[src/rtl/dtg_pkg.sv]
package dtg_pkg;

   localparam int REG_W = 32;

   // register word addresses
   localparam logic [3:0] RA_CTRL  = 4'd0;
   localparam logic [3:0] RA_HTIM  = 4'd1;
   localparam logic [3:0] RA_VTIM  = 4'd2;
   localparam logic [3:0] RA_HSYNC = 4'd3;
   localparam logic [3:0] RA_VSYNC = 4'd4;
   localparam logic [3:0] RA_POS   = 4'd5;
   localparam logic [3:0] RA_FCNT  = 4'd6;
   localparam logic [3:0] RA_IRQ   = 4'd7;
   localparam logic [3:0] RA_FB0   = 4'd8;
   localparam logic [3:0] RA_FBSEL = 4'd10;

   // control word bit positions
   localparam int CTL_SRSTN = 0;
   localparam int CTL_OEN   = 1;
   localparam int CTL_FLIP  = 2;
   localparam int CTL_STEP  = 4;
   localparam int CTL_STALL = 8;

   // interrupt word bit positions
   localparam int IRQ_EN = 0;
   localparam int IRQ_ST = 1;

   typedef struct packed {
      logic [15:0] total;
      logic [15:0] active;
   } span_t;

   typedef struct packed {
      logic [15:0] stop;
      logic        en;
      logic [14:0] start;
   } sync_t;

   function automatic logic in_window(input logic [15:0] cnt,
                                      input logic [14:0] first,
                                      input logic [15:0] last);
      return (cnt >= {1'b0, first}) && (cnt < last);
   endfunction

endpackage

[src/rtl/dtg_regs.sv]
module dtg_regs
   import dtg_pkg::*;
#(
   parameter int CW  = 16,
   parameter int FCW = 32,
   parameter int FBW = 32
) (
   input  logic            clk,
   input  logic            rst_n,
   input  logic [3:0]      addr,
   input  logic [31:0]     wdata,
   input  logic            we,
   output logic [31:0]     rdata,
   input  logic [CW-1:0]   h_cnt,
   input  logic [CW-1:0]   v_cnt,
   input  logic [FCW-1:0]  fcnt,
   input  logic            stall,
   input  logic            vblank,
   output logic            srst_n,
   output logic            out_en,
   output logic [1:0]      step,
   output span_t           htim,
   output span_t           vtim,
   output sync_t           hsy,
   output sync_t           vsy,
   output logic [FBW-1:0]  fb_addr,
   output logic            irq
);

   logic srstn_q, oen_q, flip_pend, fb_sel, irq_en_q, irq_st_q;
   logic [1:0] step_q;
   span_t htim_q, vtim_q;
   sync_t hsy_q, vsy_q;

   logic wr_ctrl, wr_irq, clr_st;
   assign wr_ctrl = we && (addr == RA_CTRL);
   assign wr_irq  = we && (addr == RA_IRQ);
   assign clr_st  = wr_irq && wdata[IRQ_ST];

   always_ff @(posedge clk or negedge rst_n) begin
      if (!rst_n) begin
         srstn_q   <= 1'b0;
         oen_q     <= 1'b0;
         step_q    <= '0;
         flip_pend <= 1'b0;
         fb_sel    <= 1'b0;
         irq_en_q  <= 1'b0;
         irq_st_q  <= 1'b0;
         htim_q    <= '0;
         vtim_q    <= '0;
         hsy_q     <= '0;
         vsy_q     <= '0;
      end else begin
         if (vblank && flip_pend) begin
            fb_sel    <= ~fb_sel;
            flip_pend <= 1'b0;
         end
         if (wr_ctrl) begin
            srstn_q <= wdata[CTL_SRSTN];
            oen_q   <= wdata[CTL_OEN];
            step_q  <= wdata[CTL_STEP +: 2];
            if (wdata[CTL_FLIP]) flip_pend <= 1'b1;
         end
         if (wr_irq) irq_en_q <= wdata[IRQ_EN];
         irq_st_q <= (irq_st_q && !clr_st) || vblank;
         if (we && addr == RA_HTIM)  htim_q <= wdata;
         if (we && addr == RA_VTIM)  vtim_q <= wdata;
         if (we && addr == RA_HSYNC) hsy_q  <= wdata;
         if (we && addr == RA_VSYNC) vsy_q  <= wdata;
      end
   end

   // two frame base registers, one generated slot each
   for (genvar b = 0; b < 2; b++) begin : g_fb
      logic [FBW-1:0] q;
      always_ff @(posedge clk or negedge rst_n) begin
         if (!rst_n)                          q <= '0;
         else if (we && addr == RA_FB0 + 4'(b)) q <= wdata[FBW-1:0];
      end
   end

   assign fb_addr = fb_sel ? g_fb[1].q : g_fb[0].q;
   assign srst_n  = srstn_q;
   assign out_en  = oen_q;
   assign step    = step_q;
   assign htim    = htim_q;
   assign vtim    = vtim_q;
   assign hsy     = hsy_q;
   assign vsy     = vsy_q;
   assign irq     = irq_en_q && irq_st_q;

   always_comb begin
      rdata = '0;
      case (addr)
         RA_CTRL: begin
            rdata[CTL_SRSTN]     = srstn_q;
            rdata[CTL_OEN]       = oen_q;
            rdata[CTL_FLIP]      = flip_pend;
            rdata[CTL_STEP +: 2] = step_q;
            rdata[CTL_STALL]     = stall;
         end
         RA_HTIM:  rdata = htim_q;
         RA_VTIM:  rdata = vtim_q;
         RA_HSYNC: rdata = hsy_q;
         RA_VSYNC: rdata = vsy_q;
         RA_POS:   rdata = {16'(h_cnt), 16'(v_cnt)};
         RA_FCNT:  rdata = REG_W'(fcnt);
         RA_IRQ: begin
            rdata[IRQ_EN] = irq_en_q;
            rdata[IRQ_ST] = irq_st_q;
         end
         RA_FB0:     rdata = REG_W'(g_fb[0].q);
         RA_FB0 + 4'd1: rdata = REG_W'(g_fb[1].q);
         RA_FBSEL:   rdata[0] = fb_sel;
         default:    rdata = '0;
      endcase
   end

   // the active buffer moves only on a vblank pulse
   p_sel_hold_r8: assert property (@(posedge clk) disable iff (!rst_n)
      !vblank |=> $stable(fb_sel));

endmodule

[src/rtl/dtg_scan.sv]
module dtg_scan #(
   parameter int CW  = 16,
   parameter int FCW = 32
) (
   input  logic           clk,
   input  logic           rst_n,
   input  logic           srst_n,
   input  logic           out_en,
   input  logic [CW-1:0]  htot,
   input  logic [CW-1:0]  vtot,
   input  logic [CW-1:0]  vact,
   output logic [CW-1:0]  h_cnt,
   output logic [CW-1:0]  v_cnt,
   output logic           vblank,
   output logic [FCW-1:0] fcnt,
   output logic           stall
);

   localparam logic [CW-1:0]  C_ONE = CW'(1);
   localparam logic [CW:0]    R_ONE = (CW+1)'(1);
   localparam logic [CW:0]    R_TWO = (CW+1)'(2);
   localparam logic [FCW-1:0] F_ONE = FCW'(1);

   logic [CW-1:0]  h_q, v_q, h_last;
   logic [FCW-1:0] f_q;
   logic [CW:0]    run_q, thr;
   logic           stall_q, h_end, v_end;

   assign h_end  = h_q >= (htot - C_ONE);
   assign v_end  = v_q >= (vtot - C_ONE);
   assign vblank = srst_n && (h_q == '0) && (v_q == vact);
   assign thr    = (htot < CW'(2)) ? R_TWO : {1'b0, htot};

   always_ff @(posedge clk or negedge rst_n) begin
      if (!rst_n) begin
         h_q <= '0; v_q <= '0; h_last <= '0; f_q <= '0;
         run_q <= '0; stall_q <= 1'b0;
      end else if (!srst_n) begin
         h_q <= '0; v_q <= '0; h_last <= '0; f_q <= '0;
         run_q <= '0; stall_q <= 1'b0;
      end else begin
         h_q    <= h_end ? '0 : h_q + C_ONE;
         if (h_end) v_q <= v_end ? '0 : v_q + C_ONE;
         if (vblank) f_q <= f_q + F_ONE;
         h_last <= h_q;
         if (out_en && (h_q == h_last)) begin
            if (run_q != '1) run_q <= run_q + R_ONE;
         end else begin
            run_q <= '0;
         end
         if (run_q >= thr) stall_q <= 1'b1;
      end
   end

   assign h_cnt = h_q;
   assign v_cnt = v_q;
   assign fcnt  = f_q;
   assign stall = stall_q;

   // one frame counted per vblank pulse
   p_fcnt_step_r5: assert property (@(posedge clk) disable iff (!rst_n)
      vblank |=> (f_q == $past(f_q) + F_ONE));

   // soft reset parks the scan and clears the stall flag
   p_soft_hold_r6: assert property (@(posedge clk) disable iff (!rst_n)
      !srst_n |=> (h_q == '0 && v_q == '0 && f_q == '0 && !stall_q));

endmodule

[src/rtl/dtg_out.sv]
module dtg_out
   import dtg_pkg::*;
#(
   parameter int         CW       = 16,
   parameter logic [1:0] SYNC_POL = 2'b11
) (
   input  logic           out_en,
   input  logic [CW-1:0]  h_cnt,
   input  logic [CW-1:0]  v_cnt,
   input  logic [CW-1:0]  hact,
   input  logic [CW-1:0]  vact,
   input  sync_t          hsy,
   input  sync_t          vsy,
   output logic           de,
   output logic           hs,
   output logic           vs
);

   logic [CW-1:0] cnt [2];
   sync_t         win [2];
   logic [1:0]    sy;

   assign cnt[0] = h_cnt;
   assign cnt[1] = v_cnt;
   assign win[0] = hsy;
   assign win[1] = vsy;

   // one sync decoder per axis; polarity chosen per axis
   for (genvar a = 0; a < 2; a++) begin : g_axis
      logic raw;
      assign raw = out_en && win[a].en && in_window(16'(cnt[a]), win[a].start, win[a].stop);
      if (SYNC_POL[a]) begin : g_high
         assign sy[a] = raw;
      end else begin : g_low
         assign sy[a] = ~raw;
      end
   end

   assign de = out_en && (h_cnt < hact) && (v_cnt < vact);
   assign hs = sy[0];
   assign vs = sy[1];

endmodule

[src/rtl/disp_timing_gen.sv]
module disp_timing_gen
   import dtg_pkg::*;
#(
   parameter int         CW       = 16,
   parameter int         FCW      = 32,
   parameter int         FBW      = 32,
   parameter logic [1:0] SYNC_POL = 2'b11
) (
   input  logic            clk,
   input  logic            rst_n,
   input  logic [3:0]      reg_addr,
   input  logic [31:0]     reg_wdata,
   input  logic            reg_we,
   output logic [31:0]     reg_rdata,
   output logic            hsync,
   output logic            vsync,
   output logic            de,
   output logic            vblank,
   output logic            irq,
   output logic [FBW-1:0]  fb_addr,
   output logic [1:0]      burst_step
);

   if (CW < 4 || CW > 16) begin : g_bad_cw
      $error("CW must lie in 4..16");
   end
   if (FCW < 1 || FCW > REG_W) begin : g_bad_fcw
      $error("FCW must lie in 1..32");
   end
   if (FBW < 1 || FBW > REG_W) begin : g_bad_fbw
      $error("FBW must lie in 1..32");
   end

   logic           srst_n, out_en, stall, vbl;
   logic [CW-1:0]  h_cnt, v_cnt;
   logic [FCW-1:0] fcnt;
   span_t          htim, vtim;
   sync_t          hsy, vsy;

   dtg_regs #(.CW(CW), .FCW(FCW), .FBW(FBW)) u_regs (
      .clk     (clk),
      .rst_n   (rst_n),
      .addr    (reg_addr),
      .wdata   (reg_wdata),
      .we      (reg_we),
      .rdata   (reg_rdata),
      .h_cnt   (h_cnt),
      .v_cnt   (v_cnt),
      .fcnt    (fcnt),
      .stall   (stall),
      .vblank  (vbl),
      .srst_n  (srst_n),
      .out_en  (out_en),
      .step    (burst_step),
      .htim    (htim),
      .vtim    (vtim),
      .hsy     (hsy),
      .vsy     (vsy),
      .fb_addr (fb_addr),
      .irq     (irq)
   );

   dtg_scan #(.CW(CW), .FCW(FCW)) u_scan (
      .clk    (clk),
      .rst_n  (rst_n),
      .srst_n (srst_n),
      .out_en (out_en),
      .htot   (htim.total[CW-1:0]),
      .vtot   (vtim.total[CW-1:0]),
      .vact   (vtim.active[CW-1:0]),
      .h_cnt  (h_cnt),
      .v_cnt  (v_cnt),
      .vblank (vbl),
      .fcnt   (fcnt),
      .stall  (stall)
   );

   dtg_out #(.CW(CW), .SYNC_POL(SYNC_POL)) u_out (
      .out_en (out_en),
      .h_cnt  (h_cnt),
      .v_cnt  (v_cnt),
      .hact   (htim.active[CW-1:0]),
      .vact   (vtim.active[CW-1:0]),
      .hsy    (hsy),
      .vsy    (vsy),
      .de     (de),
      .hs     (hsync),
      .vs     (vsync)
   );

   assign vblank = vbl;

   // with the output disabled every video strobe sits at its idle level
   p_blank_r7: assert property (@(posedge clk) disable iff (!rst_n)
      !out_en |-> (!de && (hsync == !SYNC_POL[0]) && (vsync == !SYNC_POL[1])));

endmodule

[config.mk]
export PLATFORM = sky130hd
export DESIGN_NAME = disp_timing_gen
export DESIGN_NICKNAME = d
export VERILOG_FILES = /design/src/rtl/dtg_pkg.sv /design/src/rtl/dtg_regs.sv /design/src/rtl/dtg_scan.sv /design/src/rtl/dtg_out.sv /design/src/rtl/disp_timing_gen.sv
export SDC_FILE = /design/constraint.sdc
export NUM_CORES = 1
export LEC_CHECK = 0
export ABC_AREA = 1
export BUFFER_PORTS_ARGS = -buffer_cell sky130_fd_sc_hd__buf_2
export CELL_PAD_IN_SITES_DETAIL_PLACEMENT = 1
export CELL_PAD_IN_SITES_GLOBAL_PLACEMENT = 1
export CORE_MARGIN = 2
export CORE_UTILIZATION = 40
export CTS_BUF_LIST = sky130_fd_sc_hd__clkbuf_8
export DETAILED_ROUTE_END_ITERATION = 16
export PLACE_DENSITY_LB_ADDON = 0.1
export SYNTH_ARGS = -nofsm -noshare
export SYNTH_HDL_FRONTEND = slang
export SYNTH_SLANG_ARGS = --single-unit
[constraint.sdc]
create_clock -name clk -period 6.3 [get_ports clk]
set_input_delay 1.26 -clock clk [delete_from_list [all_inputs] [get_ports clk]]
set_output_delay 1.26 -clock clk [all_outputs]
set_load 0.05 [all_outputs]
==> results by group, run 1 <==
Clock tree
  – Cts hold-fix bufs: 0
  – Post-CTS Setup Inserts: 0
  – Clk slew on worst S/H paths: ~0.06 ns
  – Root Buffer: clkbuf_8
  – Clk sinks: between 200 and 300
  – CTS tree: done
  – # resized after CTS: 0
  – Max Buffers Root-to-Sink: 3
  – H-tree depth: 2
  – CTS Buf Count: 56
  – Worst-Skew Late Latency: 0.69 ns

Synth
  – Post-Synth Adder-Cell Area: 0.0971
  – Post-Syn Area: approximately 19000 um2
  – Syn Area/Cell: approximately 7.4 um2
  – Sequential-to-total area share from yosys stat: 0.394
  – Synth Area in XOR/XNOR: 0.0277
  – Mux contribution to synthesized area: 0
  – Largest family of logic cells by synthesized area: simple AND/OR/NAND/NOR gates
  – Compound-Gate Fraction of Synth Area: 0.150
  – Post-Synth Simple-Gate Area: 0.242
  – Seq cells post-synth: between 200 and 300
  – Synth top area share: 0.394
  – Distinct cells, synth: 42
  – Most used DFF post-synth: dfrtp_1
  – Post-Syn Nets: between 2000 and 3000
  – Synth area leader: dfrtp_1
  – Most common cell in the netlist: nand2_1
  – FFs w/ async S/R, synth: 1.00
  – Syn Inst Count: 2547
  – Synth top area cells: dfrtp_1, nand2_1, ha_1
  – Most frequent cells after synthesis: nand2_1, inv_1, dfrtp_1
  – Post-synth EDFFs: 0
  – Yosys warnings: 0

Placement
  – GP Congestion: between 0.9 and 1
  – HPWL Detailed: roughly 60 mm
  – Placed instance area: 20100 um2
  – IO Port Bufs: ~110

Power
  – Pwr Density: between 300 and 400 nW/um2
  – Maximum vdd drop: approximately 0.25 mV
  – Sequential fraction of design power: 0.391
  – P_sw: 2.69 mW
  – Logic pwr share: 0.294
  – Sw frac: 0.412
  – Clock share of power: 0.315
  – Internal power: roughly 3.8 mW
  – LEAKAGE: about 11 nW

Timing
  – Setup_tns: 0 ns
  – Max transition margin: 0.417
  – Clk_skew: 0.0382 ns
  – Period Utilization, post-route: 0.741
  – Hold Fails Final Rpt: 0
  – RSZ-0062 raised after global routing: no
  – Max-slew violations: 0
  – Worst slew pin tran: between 0.8 and 0.9 ns
  – Final setup vio count: 0
  – Min Tclk post-route: approximately 4.7 ns
  – Fmax: ~0.21 GHz

Detailed routing
  – Antenna Nets Post-Route: 0
  – Initial DRC count: 1776
  – Number of remaining DRC errors: 0
  – Pre-antenna DRT Iters: 5
  – Vias per cell: 5.72
  – Vias: 18900
  – Drt wl/cell: roughly 24 um
  – Final wirelength: approximately 80 mm

Critical path
  – Reg2reg end: u_scan.v_cnt[14]
  – Worst path required time: ~5.0 ns
  – Crit Path Max Fanout: 20
  – Crit path kind: in2out
  – Endpoint class of the critical path: output pin
  – CP Data Arrival Time: 3.41 ns
  – Slack of the worst reg-to-reg path: ~2 ns
  – Worst Reg-to-Reg Cells: 17
  – Nature of the critical path startpoint: input port
  – RR Startpoint: u_regs.htim[16]

Floorplan
  – Die ar.: ~49000 um2
  – Vert. Die Dim: around 220 um
  – IO Count: between 100 and 150
  – Die width: 222 um
  – Initial core utilization: 0.406
  – Core area: around 47000 um2
  – Std cell rows: 79

Layout
  – Layout cell share with drive strength beyond 1: 0.0943
  – Diode count: 0
  – P&R area growth vs syn: 12.3%
  – Final nets: 2835
  – Final Cell Area: 21300 um2

Worst hold path
  – Hold EP: u_regs.g_fb[0].q[12]
  – Hold WC Path Type: reg2reg
  – Hold Crit Start: u_regs.g_fb[0].q[12]
  – Hold path cells: 2

Global route
  – Antenna violations before repair: 0
  – First-pass GRT wire length: 120 mm
  – Grt total ovfl: 0
  – Gr usage total: 0.324
  – Largest net degree at the start of global routing: between 100 and 150
  – Vias in the first global route: 18900

Job
  – Max_cap viols: 0

Status
  – Run status: finished clean
-- through the flow --
step	power [mW]	setup slack [ns]	utilization	hold WS, ns	std cells
4_1_cts	6.53	1.67	0.456	0.488	3300
3_3_place_gp	4.40	1.76	0.430	0.466	3198
3_5_place_dp	4.47	1.67	0.430	0.473	3198
2_1_floorplan	3.76	2.32	-	0.453	2547
5_1_grt	6.84	1.59	0.456	0.514	3300
6_report	6.52	1.63	0.456	0.487	3300
-- layout make-up --
cell class | count | area, um2
clock inverters | 33 | 245
clock buffers | 69 | 950
well taps | 607 | 759
fillers | 5907 | 25400
multi-input cells | 1819 | 9810
repair buffers | 132 | 753
flip-flops and latches | 298 | 7460
inverters | 342 | 1290
-- kinds of logic (layout without fill, tap and decap cells) --
logic type / count (synthesis) / in the layout
AOI/OAI and AO/OA: 501 / 501
buffers and inverters: 430 / 576
and+or+nand+nor: 1111 / 1111
adders and majority gates: 147 / 147
xor gates and xnor gates: 60 / 60
DFF: 298 / 298
-- registers in the layout, indices dropped and copies added (netlist names), 2 cells and up --
register,count
u_scan.h_last,16
u_scan.h_cnt,16
u_scan.fcnt,32
u_regs.htim,32
u_regs.vsy,32
u_regs.g_fb.q,64
u_regs.vtim,32
u_scan.v_cnt,16
u_scan.run_q,17
u_regs.hsy,32
u_regs.step,2
-- critical path, cell delays in order --
cell       delay (ns)
buf_2            0.11
inv_1            0.06
nor2_4           0.19
nand2_1          0.46
inv_2            0.60
a21oi_1          0.14
o2111ai_1        0.21
buf_2            0.35
-- layout by cell type, fill, tap and decap left out, types with 3 or more instances in the layout --
master,synthesis,routed
xnor2_1,8,8
o31ai_1,5,5
nand3_1,92,92
nor3_1,42,42
inv_1,322,341
nor2_1,192,192
o21ai_0,266,266
inv_2,14,14
ha_1,147,147
buf_2,25,108
o2111ai_1,10,10
clkinv_1,4,4
nor4_1,6,6
o22ai_1,49,49
nor2_2,3,3
a21oi_1,88,88
nand2_1,709,705
clkinv_2,2,9
buf_4,0,21
dfrtp_1,298,296
nand4_1,50,50
a211oi_1,7,7
xor2_1,52,52
nor3_2,3,3
a221oi_1,46,46
bufinv_16,0,3
o21ai_1,14,14
clkbuf_8,0,69
o21a_1,6,6
a31oi_1,4,4
nand2_2,4,8
-- layer usage --
metal | vias up | GRT usage | part of all wire
met2 | 626 | 0.488 | 0.43
met1 | 9498 | 0.471 | 0.47
met5 | - | 0 | 0
met3 | 128 | 0.0640 | 0.083
li1 | 8612 | - | -
met4 | 0 | 0.0907 | 0.024
-- worst max path at each step --
stage                start             to  slack (ns)  depth (start not counted)
2_1_floorplan  reg_addr[1]  reg_rdata[10]        2.32                          6
3_5_place_dp   reg_addr[2]   reg_rdata[0]        1.67                          8
5_1_grt        reg_addr[1]  reg_rdata[29]        1.59                          9
6_report       reg_addr[2]  reg_rdata[15]        1.63                          8
4_1_cts        reg_addr[2]   reg_rdata[0]        1.67                          8
3_3_place_gp   reg_addr[2]   reg_rdata[0]        1.76                          8
-- power groups by stage --
stage	Combinational, mW	Sequential [mW]	Clock [mW]
4_1_cts	1.91	2.53	2.08
5_1_grt	2.11	2.57	2.16
3_3_place_gp	1.84	2.56	0
6_report	1.92	2.55	2.05
3_5_place_dp	1.90	2.56	0
2_1_floorplan	1.37	2.39	0
(Power assumes the default switching activity.)
==> inputs of run 2 (changes only) <==
==> constraint.sdc (replaced) <==
create_clock -name clk -period 3.83 [get_ports clk]
set_input_delay 0.766 -clock clk [delete_from_list [all_inputs] [get_ports clk]]
set_output_delay 0.766 -clock clk [all_outputs]
set_load 0.05 [all_outputs]
==> results by group, run 2 (synthesis gave the netlist of run 1 again) <==
Detailed routing
  – Antenna Nets Post-Route: 0
  – Pre-antenna DRT Iters: 5
  – Initial DRC count: approximately 1600
  – Number of remaining DRC errors: 0
  – Vias: between 15000 and 20000
  – Vias per cell: about 5.7
  – Final wirelength: roughly 78 mm
  – Drt wl/cell: around 24 um

Clock tree
  – Clk sinks: slightly below 300
  – H-tree depth: 2
  – CTS Buf Count: 57
  – Clk slew on worst S/H paths: about 0.060 ns
  – Max Buffers Root-to-Sink: 3
  – Root Buffer: clkbuf_8
  – CTS tree: done
  – Cts hold-fix bufs: 0
  – Worst-Skew Late Latency: just under 0.7 ns

Critical path
  – CP delay by family, top: simple AND/OR/NAND/NOR gates
  – Worst path required time: around 3 ns
  – Critical path, cell by cell: inv_1 -> ha_1 -> nand2_1 -> nor3_4 -> nand2_2 -> nor2_4 -> buf_2
  – Worst Reg-to-Reg Cells: 16
  – Crit-path max cell delay: 0.46 ns
  – Buf/Inv on CP: 2
  – Critical path's slowest cell: dfrtp_1
  – Reg2reg end: u_scan.v_cnt[9]
  – Endpoint class of the critical path: output pin
  – CP Data Arrival Time: between 3 and 4 ns
  – Slack of the worst reg-to-reg path: between 0.4 and 0.5 ns
  – Nature of the critical path startpoint: flop
  – Crit path kind: reg2out
  – Crit path from: u_scan.h_cnt[0]
  – Crit Path Max Fanout: 8
  – CP Capture Point: vblank
  – Stages on worst setup path: 7
  – RR Startpoint: u_regs.htim[17]

Timing
  – Min Hold Slack: between 0.03 and 0.04 ns
  – Clk_skew: ~0.022 ns
  – Final setup vio count: 0
  – RSZ-0062 raised after global routing: yes
  – Fmax: approximately 0.27 GHz
  – Setup WS post-layout: ~0.057 ns
  – Max-slew violations: 0
  – Max transition margin: 0.440
  – Hold Fails Final Rpt: 0
  – Min Tclk post-route: between 3 and 4 ns
  – Setup_tns: 0 ns
  – Period Utilization, post-route: 0.985
  – Worst slew pin tran: 0.840 ns

Layout
  – Final nets: 2867
  – Final Cell Area: 21500 um2
  – Most frequent cells in the layout: nand2_1, inv_1, dfrtp_1
  – Reg with most FFs: u_regs.g_fb.q
  – Final-layout fill cell count: 5903
  – Layout cell share with drive strength beyond 1: 0.107
  – P&R area growth vs syn: 13.7%
  – Leading cell type in the layout, fill and taps excluded: nand2_1
  – Number of flip-flops in the largest register: 64

Power
  – Final total power: between 10 and 15 mW
  – Pwr Density: roughly 490 nW/um2
  – Maximum vdd drop: between 0.3 and 0.4 mV
  – LEAKAGE: approximately 11 nW

Job
  – Max_cap viols: 0

Global route
  – Gr usage total: 0.319
  – Vias in the first global route: approximately 19000
  – Grt total ovfl: 0
  – Antenna violations before repair: 3
  – First-pass GRT wire length: around 120 mm
  – Largest net degree at the start of global routing: a little over 80

Placement
  – GP Congestion: 0.934
  – Placed instance area: 20300 um2
  – IO Port Bufs: about 110
  – HPWL Detailed: 60.1 mm
  – Pre-CTS WS: 0.119 ns

Worst hold path
  – Hold WC Path Type: in2async

Floorplan
  – Die width: approximately 220 um
  – Die ar.: 49100 um2
  – Initial core utilization: 0.406
  – IO Count: 110
  – Vert. Die Dim: about 220 um
  – Std cell rows: 79
  – Core area: between 40000 and 50000 um2

Status
  – Run status: finished clean
==> run 2: changes by cell type in the layout (fill, tap and decap cells not counted), moves of 2 or more <==
cell,before,now
buf_2,108,106
clkbuf_4,0,2
clkinv_2,9,5
dfrtp_2,2,13
inv_1,341,350
dfrtp_1,296,285
clkinv_8,2,0
buf_4,21,48
buf_12,2,6
==> run 2: what timing repair did <==
action | in CTS | in global routing
pin swaps | 0 | 1
cloned | 0 | 0
setup endpoints to repair | 2 | 5
gates resized for setup | 7 | 8
setup buffers | 0 | 0
==> run 2: per-layer routing <==
layer	routed length, um	vias to the layer above	share of wire	GRT usage
met5	27	-	0.00034	0
met4	2250	4	0.029	0.0981
met3	6140	142	0.078	0.0679
met2	34300	664	0.44	0.490
met1	35700	9441	0.46	0.449
li1	-	8673	-	-
==> run 2: layout make-up <==
type,instances,area (um2),share of cell area
clock inverter,35,200,0.00930
multi-input combinational,1819,9810,0.456
sequential,298,7470,0.347
timing repair buffer,163,1040,0.0484
tap,607,759,0.0353
clock buffer,69,950,0.0441
inverter,342,1290,0.0597
antenna,1,2.50,0.000116
==> run 2: how the worst min path moves through the flow <==
stage                              startpoint                   to  slack [ns]  cells after the start
after floorplan           u_regs.g_fb[0].q[0]  u_regs.g_fb[0].q[0]        0.45                      2
after global placement        u_regs.htim[13]      u_regs.htim[13]        0.47                      2
after detailed placement       u_regs.hsy[27]       u_regs.hsy[27]        0.47                      2
after CTS                               rst_n     u_scan.run_q[10]        0.02                      1
after global routing                    rst_n     u_scan.run_q[10]        0.04                      1
final                                   rst_n     u_scan.run_q[10]        0.03                      1
==> run 2: through the flow <==
| step | cells | utilization |
|---|---|---|
| finish | 3334 | 0.461 |
| floorplan | 2547 | - |
| global placement | 3229 | 0.436 |
| detailed placement | 3229 | 0.436 |
| global route | 3333 | 0.461 |
| CTS | 3333 | 0.461 |
==> run 2: report_power, final <==
group | internal [mW] | switching, mW | total, mW
sequential | 3.60 | 0.494 | 4.10
combinational | 0.899 | 2.30 | 3.20
clock | 1.76 | 1.50 | 3.26
==> run 2: worst register-to-register path, stage by stage, from the launching register on <==
cell and delay, ns:
dfrtp_1 0.49, nor2_1 0.18, nand2_1 0.15, nor3_2 0.27, nand2_1 0.12, nor2_1 0.26, nand3_1 0.14, xor2_1 0.18
inv_1 0.06, ha_1 0.28, nand2_1 0.10, nor3_2 0.31, nand3_1 0.19, nand4_1 0.19, buf_12 0.22, nand2_1 0.10
nand2_1 0.08
==> inputs of run 3 (changes only) <==
--- a/config.mk
+++ b/config.mk
@@ -11,7 +11,6 @@
 export CELL_PAD_IN_SITES_GLOBAL_PLACEMENT = 1
 export CORE_MARGIN = 2
 export CORE_UTILIZATION = 40
-export CTS_BUF_LIST = sky130_fd_sc_hd__clkbuf_8
 export DETAILED_ROUTE_END_ITERATION = 16
 export PLACE_DENSITY_LB_ADDON = 0.1
 export SYNTH_ARGS = -nofsm -noshare
==> results by group, run 3 (synthesis gave the netlist of run 1 again) <==
Layout
  – Leading cell type in the layout, fill and taps excluded: nand2_1
  – P&R area growth vs syn: 14.5%
  – Final nets: roughly 2800
  – Most frequent cells in the layout: nand2_1, inv_1, dfrtp_1
  – Register Area: 7470 um2
  – Layout cell share with drive strength beyond 1: 0.100
  – Number of flip-flops in the largest register: 64
  – Multi-input gate area: slightly below 10000 um2
  – Reg with most FFs: u_regs.g_fb.q
  – Final-layout fill cell count: 5830

Critical path
  – Crit path kind: in2out
  – Slack of the worst reg-to-reg path: 0.43 ns
  – Worst path required time: between 3 and 4 ns
  – Worst Reg-to-Reg Cells: 16
  – Crit Path Max Fanout: 9
  – Nature of the critical path startpoint: input port
  – CP Data Arrival Time: roughly 3.2 ns
  – Endpoint class of the critical path: output pin

Detailed routing
  – Vias per cell: approximately 5.7
  – Pre-antenna DRT Iters: 5
  – Number of remaining DRC errors: 0
  – Final wirelength: about 80 mm
  – Antenna Nets Post-Route: 0
  – Vias: ~19000
  – Drt wl/cell: roughly 24 um
  – Initial DRC count: roughly 1500

Clock tree
  – Worst-Skew Late Latency: between 0.5 and 0.6 ns
  – # resized after CTS: 0
  – CTS Buf Count: 38
  – Clk slew on worst S/H paths: about 0.060 ns
  – Clk sinks: a little under 300
  – Post-CTS Setup Inserts: 0
  – Cts hold-fix bufs: 0
  – Max Buffers Root-to-Sink: 3
  – H-tree depth: 2
  – CTS tree: done
  – Root Buffer: clkbuf_16

Global route
  – Antenna violations before repair: 8
  – First-pass GRT wire length: ~120 mm
  – Grt total ovfl: 0
  – Vias in the first global route: 18800
  – Gr usage total: 0.319
  – Largest net degree at the start of global routing: 81

Floorplan
  – Core area: between 40000 and 50000 um2
  – Initial core utilization: 0.406
  – Die width: roughly 220 um
  – IO Count: 110
  – Die ar.: around 50000 um2
  – Std cell rows: a little under 80
  – Vert. Die Dim: 222 um

Power
  – Sequential fraction of design power: 0.370
  – Clock share of power: 0.341
  – Logic pwr share: 0.289
  – Final total power: 11.1 mW
  – Internal power: around 6.8 mW
  – Maximum vdd drop: around 0.4 mV
  – Pwr Density: between 500 and 600 nW/um2
  – Sw frac: 0.390
  – P_sw: around 4.3 mW
  – LEAKAGE: between 10 and 15 nW

Timing
  – Setup_tns: -0.0972 ns
  – Period Utilization, post-route: 1.03
  – Clk_skew: approximately 0.028 ns
  – Final setup vio count: 1
  – Min Tclk post-route: 3.93 ns
  – Max-slew violations: 0
  – Fmax: 0.255 GHz
  – Max transition margin: 0.342
  – Worst slew pin tran: approximately 1 ns
  – Hold Fails Final Rpt: 0
  – Setup WS post-layout: -0.0972 ns

Placement
  – GP Congestion: approximately 0.93
  – HPWL Detailed: between 60 and 70 mm
  – IO Port Bufs: about 110

Worst hold path
  – Hold WC Path Type: in2async

Status
  – Failing checks: setup timing
  – Run status: finished with violations

Job
  – Max_cap viols: 0
[run 3: worst paths after layout]
path | startpoint | endpoint
min in group clk | u_regs.g_fb[0].q[0] | u_regs.g_fb[0].q[0]
max | reg_addr[0] | reg_rdata[20]
min | rst_n | u_scan.run_q[10]
max reg2reg | u_regs.htim[17] | u_scan.v_cnt[9]
min reg2reg | u_regs.g_fb[0].q[0] | u_regs.g_fb[0].q[0]
max in group asynchronous | rst_n | u_regs.fb_sel
[run 3: layer usage]
| layer | GRT usage | up-vias | routed length [um] |
|---|---|---|---|
| met3 | 0.0859 | 130 | 6740 |
| met4 | 0.103 | 10 | 2230 |
| li1 | - | 8642 | - |
| met1 | 0.439 | 9386 | 35200 |
| met5 | 0 | - | 51 |
| met2 | 0.487 | 648 | 34200 |
[run 3: worst max-delay path, cell delays in order]
cell and delay, ns:
buf_2 0.13, inv_1 0.05, nor2_1 0.21, nand2_1 0.42, buf_4 0.33, o22ai_1 0.75
a221oi_1 0.10, nand2_1 0.12, buf_2 0.27
[run 3: area by class of cell]
cell class | count | share of cell area
antenna | 5 | 0.000577
clock buffer | 55 | 0.0501
clock inverter | 13 | 0.00918
inverter | 342 | 0.0593
multi-input combinational | 1819 | 0.454
sequential | 298 | 0.344
tap | 607 | 0.0350
timing repair buffer | 163 | 0.0478
[run 3: power by group through the flow]
stage | combinational [mW] | clock [mW] | sequential (mW)
after floorplan | 2.25 | 0 | 3.94
after global placement | 3.08 | 0 | 4.11
after detailed placement | 3.17 | 0 | 4.13
after CTS | 3.20 | 3.84 | 4.08
after global routing | 3.54 | 3.96 | 4.15
final | 3.20 | 3.77 | 4.09
[run 3: through the flow]
step | util | cells | hold slack [ns] | setup WS [ns] | cell area (um2)
final | 0.465 | 3302 | 0.109 | -0.0972 | 21700
after global routing | 0.464 | 3297 | 0.137 | -0.0736 | 21700
after CTS | 0.464 | 3297 | 0.128 | 0.0506 | 21600
after detailed placement | 0.436 | 3229 | 0.473 | 0.119 | 20300
after global placement | 0.436 | 3229 | 0.465 | 0.192 | 20300
after floorplan | - | 2547 | 0.453 | 0.839 | 18900
